$ cat config.mk
export PLATFORM = sky130hd
export DESIGN_NAME = prio_irq_ctrl
export DESIGN_NICKNAME = d
export VERILOG_FILES = /design/src/rtl/prio_irq_ctrl.sv
export SDC_FILE = /design/constraint.sdc
export NUM_CORES = 1
export LEC_CHECK = 0
export BUFFER_PORTS_ARGS = -buffer_cell sky130_fd_sc_hd__buf_2
export CAP_MARGIN = 5
export CORE_MARGIN = 8
export CORE_UTILIZATION = 39
export DETAILED_ROUTE_END_ITERATION = 6
export GPL_TIMING_DRIVEN = 0
export HOLD_SLACK_MARGIN = 0.05
export PLACE_DENSITY = 0.78
export SKIP_LAST_GASP = 1
export SYNTH_ARGS = -nofsm -noshare
export SYNTH_HDL_FRONTEND = slang
export SYNTH_SLANG_ARGS = --single-unit
$ cat constraint.sdc
create_clock -name clk -period 1.82 [get_ports clk]
set_input_delay 0.273 -clock clk [delete_from_list [all_inputs] [get_ports clk]]
set_output_delay 0.273 -clock clk [all_outputs]
set_load 0.01 [all_outputs]
$ cat src/rtl/prio_irq_ctrl.sv
module prio_irq_ctrl #(
  parameter int AW       = 16,
  parameter int TW       = 8,
  parameter int CW       = 5,
  parameter logic [AW-1:0] VEC_L1 = 16'hFFFC,
  parameter logic [AW-1:0] VEC_L2 = 16'hFFFA,
  parameter logic [AW-1:0] VEC_L3 = 16'hFFF8,
  parameter int CYC_RUN  = 19,
  parameter int CYC_WAKE = 17
) (
  input  logic          clk,
  input  logic          rst,
  input  logic [2:0]    irq_in,
  input  logic          gie,
  input  logic          idle,
  input  logic [TW-1:0] timer_cnt,
  input  logic          ctl_we,
  input  logic [7:0]    ctl_wdata,
  output logic [7:0]    ctl_rdata,
  output logic          take,
  output logic [AW-1:0] vector,
  output logic [CW-1:0] entry_cycles,
  output logic          wake,
  output logic [TW-1:0] capture
);
  localparam logic [7:0] FLAG_M = 8'h2A;

  logic [7:0] ctl_q;
  logic [2:0] lvl_q;
  logic [2:0] rise;
  logic       fire1, fire2, fire3, arm;
  logic       acc1, acc2, acc3;
  logic [7:0] set_m, ack_m, base, ctl_d;

  assign rise  = irq_in & ~lvl_q;
  assign set_m = {2'b00, rise[2], 1'b0, rise[1], 1'b0, rise[0], 1'b0};

  assign fire1 = ctl_q[0] & (irq_in[0] | ctl_q[1]);
  assign fire2 = ctl_q[2] & irq_in[1];
  assign fire3 = ctl_q[4] & (irq_in[2] | ctl_q[5]);
  assign arm   = gie & ~take;

  assign acc1 = arm & fire1;
  assign acc2 = arm & ~fire1 & fire2;
  assign acc3 = arm & ~fire1 & ~fire2 & fire3;
  assign ack_m = {2'b00, acc3, 3'b000, acc1, 1'b0};

  assign base  = ctl_we ? ((ctl_wdata & ~FLAG_M) | (ctl_q & FLAG_M & ~ctl_wdata)) : ctl_q;
  assign ctl_d = (base | set_m) & ~ack_m;

  assign ctl_rdata = ctl_q | {2'b00, irq_in[2], 3'b000, irq_in[0], 1'b0};

  always_ff @(posedge clk) begin
    if (rst) begin
      ctl_q        <= '0;
      lvl_q        <= '0;
      take         <= 1'b0;
      vector       <= '0;
      entry_cycles <= '0;
      wake         <= 1'b0;
      capture      <= '0;
    end else begin
      ctl_q <= ctl_d;
      lvl_q <= irq_in;
      take  <= acc1 | acc2 | acc3;
      wake  <= (acc1 | acc2 | acc3) & idle;
      if (acc1)      vector <= VEC_L1;
      else if (acc2) vector <= VEC_L2;
      else if (acc3) vector <= VEC_L3;
      if (acc1 | acc2 | acc3)
        entry_cycles <= idle ? CW'(CYC_WAKE) : CW'(CYC_RUN);
      else
        entry_cycles <= '0;
      if (rise[2]) capture <= timer_cnt;
    end
  end
endmodule


==> results of run 1 <==
-- critical path: stages (launching register included) --
cell,delay (ns)
dfxtp_1,0.59
buf_4,0.18
buf_2,0.12
-- Yosys cell counts (all sizes together), types with 3 or more instances --
library cell   n
dfxtp         26
nor2           7
mux2i          5
a21oi         12
nand2         22
buf           24
nor2b          6
clkbuf         3
-- power breakdown --
group | leakage (nW) | switching [mW] | total [mW] | internal (mW)
logic | 0.568 | 0.109 | 0.232 | 0.123
registers | 0.214 | 0.0227 | 0.624 | 0.601
clock network | 0.0279 | 0.161 | 0.383 | 0.223
-- sequential cells by signal, indices dropped and copies added (netlist names) --
register      cells
wake              1
ctl_q             8
vector            3
lvl_q             3
entry_cycles      2
take              1
capture           8
-- worst paths after layout --
kind / from / endpoint / slack [ns] / cells after the start
min: idle / wake / 0.17 / 2
min reg2reg: capture[6] / capture[6] / 0.46 / 2
max reg2reg: take / wake / 0.68 / 3
max: vector[14] / vector[9] / 0.35 / 2
-- metrics by stage --
stage / std cells / hold WS (ns) / setup slack (ns)
after floorplan: 127 / 0.345 / 0.715
after global placement: 216 / 0.439 / 0.664
after detailed placement: 216 / 0.443 / 0.653
after CTS: 220 / 0.164 / 0.325
after global routing: 220 / 0.159 / 0.258
final: 220 / 0.172 / 0.354
-- kinds of logic after synthesis --
| group | synth area share |
|---|---|
| buffers and inverters | 0.171 |
| DFF | 0.467 |
| muxes | 0.0449 |
| AOI/OAI and AO/OA | 0.118 |
| other | 0.00336 |
| and+or+nand+nor | 0.196 |
-- layer usage --
metal  GRT usage  vias up  routed length [µm]  part of all wire
li1            -      508                   -                 -
met1       0.105      428                 994              0.39
met2       0.189       30                1330              0.52
met3      0.0372        4                 183             0.072
met4      0.0342        0                  25            0.0099
met5           0        -                   0                 0
-- final cells by class --
cell class | instances | area [µm²]
multi-input cells | 73 | 412
clock buffers | 3 | 22.5
plain buffers | 27 | 186
clock inverters | 1 | 30.0
repair buffers | 58 | 290
flip-flops and latches | 26 | 520
well taps | 31 | 38.8
fillers | 271 | 1230
inverters | 1 | 3.75
==> summary.md, run 1 <==
| Metric | Value |
|---|---|
| Share of the synthesized area in the top cell type | `0.467` |
| Register area share after synthesis | `0.467` |
| Antenna Cells | `0` |
| Post-Synthesis Cells | `125` |
| Tcrit/Tclk final | `0.805` |
| Antenna violations before repair | `0` |
| Commonest non-fill, non-tap cell in the layout | `buf_2` |
| Initial DRC Count | `between 60 and 70` |
| Slew Viols, Final | `0` |
| Kind of critical path | `reg -> out` |
| Cell Pwr Density | `a little over 800 nW/µm²` |
| Die Wd | `69.5 µm` |
| Height of the die | `69.5 µm` |
| Number of global-route vias before repair | `927` |
| Area post-placement | `1450 µm²` |
| Setup Buffers After CTS | `0` |
| TritonCTS clock tree | `built` |
| CTS clk-pin slew, worst paths | `roughly 0.13 ns` |
| Global-route wire length before repair | `4.27 mm` |
| Post-DP HPWL | `2.10 mm` |
| Starting Density | `0.408` |
| Synth Warn # | `0` |
| RSZ-0062 raised after global routing | `false` |
| Max Buffers Root-to-Sink | `2` |
| Top post-synthesis cells by area | `dfxtp_1 (47%), buf_4 (15%), nand2_1 (7.4%)` |
| Gp weighted congestion | `0.699` |
| Final Total Pwr | `1.24 mW` |
| Core area | `2730 µm²` |
| CTS Sinks | `26` |
| Fmax | `682 MHz` |
| Worst skew pair latency | `0.31 ns` |
| Lkg Pwr | `0.810 nW` |
| Post-DRT Antenna Nets | `0` |
| Most frequent cells in the layout | `buf_2 (60), dfxtp_1 (26), nand2_1 (22), buf_4 (22), a21oi_1 (12)` |
| CTS buffer count | `3` |
| Hold WC Path Type | `in -> reg` |
| Post-Syn Area per Cell | `8.92 µm²` |
| H-tree depth | `1` |
| Die area | `4830 µm²` |
| Total Wirelength | `2.53 mm` |
| Layout area overhead | `34.9%` |
| FFs w/ async S/R, synth | `0` |
| DRT Pass-1 Iters | `4` |
| Synth Register Bits | `26` |
| Post-route cell area | `~1500 µm²` |
| Total number of vias | `970` |
| VDD IR max | `between 0.0005 and 0.0006 V` |
| Hold-fix buffers, CTS | `0` |
| Max Cap Viol | `0` |
| Final Core Density | `0.550` |
| Routed vias/inst | `4.41` |
| Fin Clk Skew | `0.00931 ns` |
| Endpoints failing hold | `0` |
| Fin nets | `between 200 and 250` |
| Main synth FF type | `dfxtp_1` |
| Cell Area, Synth | `1110 µm²` |
| Residual DRC count | `0` |
| CP endpoint kind | `output pin` |
| GR Overflow Total | `0` |
| Worst Path Max Fanout | `14` |
| Status | `completed` |
| Final setup viols | `0` |
| Cell Rows | `19` |
| CP Launch Type | `flop` |
| Cell taking the most area after synthesis | `dfxtp_1` |
| Worst Path Arrival | `1.19 ns` |
| Number of synthesized flops with an enable pin | `0` |
| Routed len/inst | `11.5 µm` |
| Port Buf Inserts | `58` |
| Worst path required time | `between 1.5 and 2 ns` |
| Final min period | `1.47 ns` |
| Setup tns final | `0 ns` |
| Gates resized, CTS repair | `0` |
| Library cells used by synthesis | `26` |
| Layout cell share with drive strength beyond 1 | `0.481` |
| Clock root buffer | `clkbuf_4` |
| Io pins | `63` |
| Total Routing Usage GR | `0.103` |
| Largest net degree at the start of global routing | `16` |
No activity file was read; power rests on OpenSTA's default activity.
==> run 2: changes to the inputs <==
Settings changed: ABC_AREA from default to 1, PLACE_DENSITY 0.78 to 0.8.
Clock period 1.82 ns to 1.23 ns, I/O delays scaled along.
==> run 2 against run 1 <==
Compared with the run above: via count is 4.5% higher; wire length increased by 2.7%; worst setup slack worse by 0.31 ns.
==> summary.md, run 2 <==
| Metric | Value |
|---|---|
| Register area share after synthesis | `0.456` |
| Post-DP HPWL | `2.09 mm` |
| Critical path's top delay family | `flip-flops` |
| Hold WC Path Type | `in -> reg` |
| Post-DRT Antenna Nets | `0` |
| Master of the slowest instance on the critical path | `dfxtp_2` |
| Total number of vias | `1,014` |
| Setup tns final | `0 ns` |
| Total Wirelength | `2.60 mm` |
| Kind of critical path | `reg -> out` |
| Initial DRC Count | `66` |
| Cell Pwr Density | `1240 nW/µm²` |
| Cell Area, Synth | `roughly 1100 µm²` |
| Status | `completed` |
| Cells along the critical path | `or2_4 > buf_6` |
| RSZ-0062 raised after global routing | `true` |
| Top post-synthesis cells by area | `dfxtp_1 (46%), buf_4 (14%), nor2_1 (9.2%)` |
| Share of the synthesized area in the top cell type | `0.456` |
| Antenna Cells | `0` |
| Final Core Density | `0.570` |
| DRT Pass-1 Iters | `3` |
| Global-route wire length before repair | `between 4 and 5 mm` |
| Final Total Pwr | `1.95 mW` |
| Commonest non-fill, non-tap cell in the layout | `buf_2` |
| Most frequent cell after synthesis | `nor2_1` |
| Number of synthesized flops with an enable pin | `0` |
| Starting Density | `0.414` |
| Slew Viols, Final | `0` |
| Io pins | `63` |
| Endpoints failing hold | `0` |
| Post-Syn Area per Cell | `8.09 µm²` |
| Xor-xnor portion of the synthesized cell area | `0` |
| Cell Rows | `19` |
| Routed len/inst | `10.9 µm` |
| Lkg Pwr | `0.898 nW` |
| Largest net degree at the start of global routing | `16` |
| Number of global-route vias before repair | `about 1,000` |
| Hold WS | `0.0675 ns` |
| Clock root buffer | `clkbuf_4` |
| Reg2reg end | `vector[14]` |
| Fill count | `279` |
| Core area | `2760 µm²` |
| VDD IR max | `0.000974 V` |
| Die Wd | `70.1 µm` |
| CTS buffer count | `3` |
| Most frequent cells in the layout | `buf_2 (59), nor2_1 (28), dfxtp_1 (24)` |
| Tcrit/Tclk final | `0.968` |
| Cell taking the most area after synthesis | `dfxtp_1` |
| Fin Clk Skew | `0.00739 ns` |
| Residual DRC count | `0` |
| Synth Warn # | `0` |
| FF-to-FF path depth | `7` |
| Area share of fa/ha/maj cells after synthesis | `0` |
| Synth Register Bits | `26` |
| Worst Path Max Fanout | `2` |
| FFs w/ async S/R, synth | `0` |
| Crit path largest cell delay | `0.35 ns` |
| H-tree depth | `1` |
| Worst skew pair latency | `0.32 ns` |
| Final min period | `1.19 ns` |
| Placed cells | `233` |
| Gp weighted congestion | `between 0.7 and 0.8` |
| Post-synth top cells | `nor2_1 (28), dfxtp_1 (26), buf_4 (22)` |
| Main synth FF type | `dfxtp_1` |
| Height of the die | `70.1 µm` |
| Fin nets | `between 200 and 250` |
| Fmax | `840 MHz` |
| Multiplexer area fraction after synthesis | `0` |
| Post-Synth Simple-Gate Area | `0.227` |
| Worst path required time | `1.05 ns` |
| CP endpoint kind | `output pin` |
| Crit Reg-Reg Startpoint | `ctl_q[5]` |
| Worst Path Arrival | `1.01 ns` |
| Post-synthesis compound-gate area fraction | `0.0976` |
| Post-Synthesis Cells | `141` |
| Layout cell share with drive strength beyond 1 | `0.510` |
| Total Routing Usage GR | `0.106` |
| Hold Startpoint | `ctl_wdata[7]` |
| TritonCTS clock tree | `built` |
| Library cells used by synthesis | `22` |
| Max Cap Viol | `0` |
| Largest family of logic cells by synthesized area | `simple AND/OR/NAND/NOR gates` |
| CTS Sinks | `26` |
| Die area | `4910 µm²` |
| CP Launch Type | `flop` |
| CP bufs+invs | `1` |
| Routed vias/inst | `4.24` |
| GR Overflow Total | `0` |
| Antenna violations before repair | `0` |
| Finished Layout Cells | `239` |
| Final setup viols | `0` |
| Hold Path End | `ctl_q[7]` |
| Hold-critical path depth | `3` |
| Max Buffers Root-to-Sink | `2` |
| Port Buf Inserts | `59` |
| Largest regs | `capture x8, ctl_q x8` |
| CTS clk-pin slew, worst paths | `0.14 ns` |
| Reg2Reg Setup Slack | `0.14 ns` |
| Layout area overhead | `37.7%` |
## run 2: per-layer routing
metal	global-route usage	share of wire	routed length, µm
met1	0.114	0.44	1150
met2	0.174	0.44	1160
met3	0.0523	0.10	266
met4	0.0402	0.011	28
met5	0	0	0
## run 2: worst max path at each step
stage	endpoint	depth (start not counted)	startpoint
5_1_grt	vector[15]	2	vector[14]
3_5_place_dp	vector[14]	7	ctl_q[0]
3_3_place_gp	vector[11]	2	vector[14]
4_1_cts	ctl_rdata[5]	2	ctl_q[5]
2_1_floorplan	wake	7	take
6_report	ctl_rdata[5]	2	ctl_q[5]
## run 2: timing repair
item                                    4_1_cts  5_1_grt
endpoints found under the setup margin       14       14
hold buffers                                  1        0
endpoints found under the hold margin         1        0
resized for setup                             5        1
setup buffers                                 1        0
pin swaps                                     0        0
## run 2: cell families after synthesis
| kind of cell | after synthesis |
|---|---|
| AND/OR/NAND/NOR | 55 |
| flip-flops | 26 |
| AO/OA/AOI/OAI | 21 |
| buffers and inverters | 38 |
| other | 1 |
## run 2: layout make-up
class                   count  area (µm²)  share of cell area
flip-flops and latches     26         526               0.334
multi-input cells          79         389               0.248
repair buffers             61         319               0.203
plain buffers              24         181               0.115
inverters                  14        65.1              0.0414
well taps                  31        38.8              0.0247
clock inverters             1        30.0              0.0191
clock buffers               3        22.5              0.0143
## run 2: worst reg2reg max path, stage by stage, from the launching register on
cell and delay (ns):
dfxtp_2 0.35, buf_4 0.12, o21ai_0 0.14, nor2_1 0.07
nand2_2 0.10, nand2_2 0.07, nand2_4 0.09, nand2_1 0.05
## run 2: through the flow
stage | setup WS, ns | cell area [µm²]
2_1_floorplan | 0.264 | 1150
3_3_place_gp | 0.220 | 1480
3_5_place_dp | 0.195 | 1480
4_1_cts | 0.0203 | 1570
5_1_grt | -0.0193 | 1570
6_report | 0.0394 | 1570
## run 2: power by group
part | leakage, nW | switching (mW) | total (mW) | internal, mW
Clock | 0.0279 | 0.253 | 0.583 | 0.330
Combinational | 0.654 | 0.207 | 0.429 | 0.221
Sequential | 0.216 | 0.0363 | 0.936 | 0.900
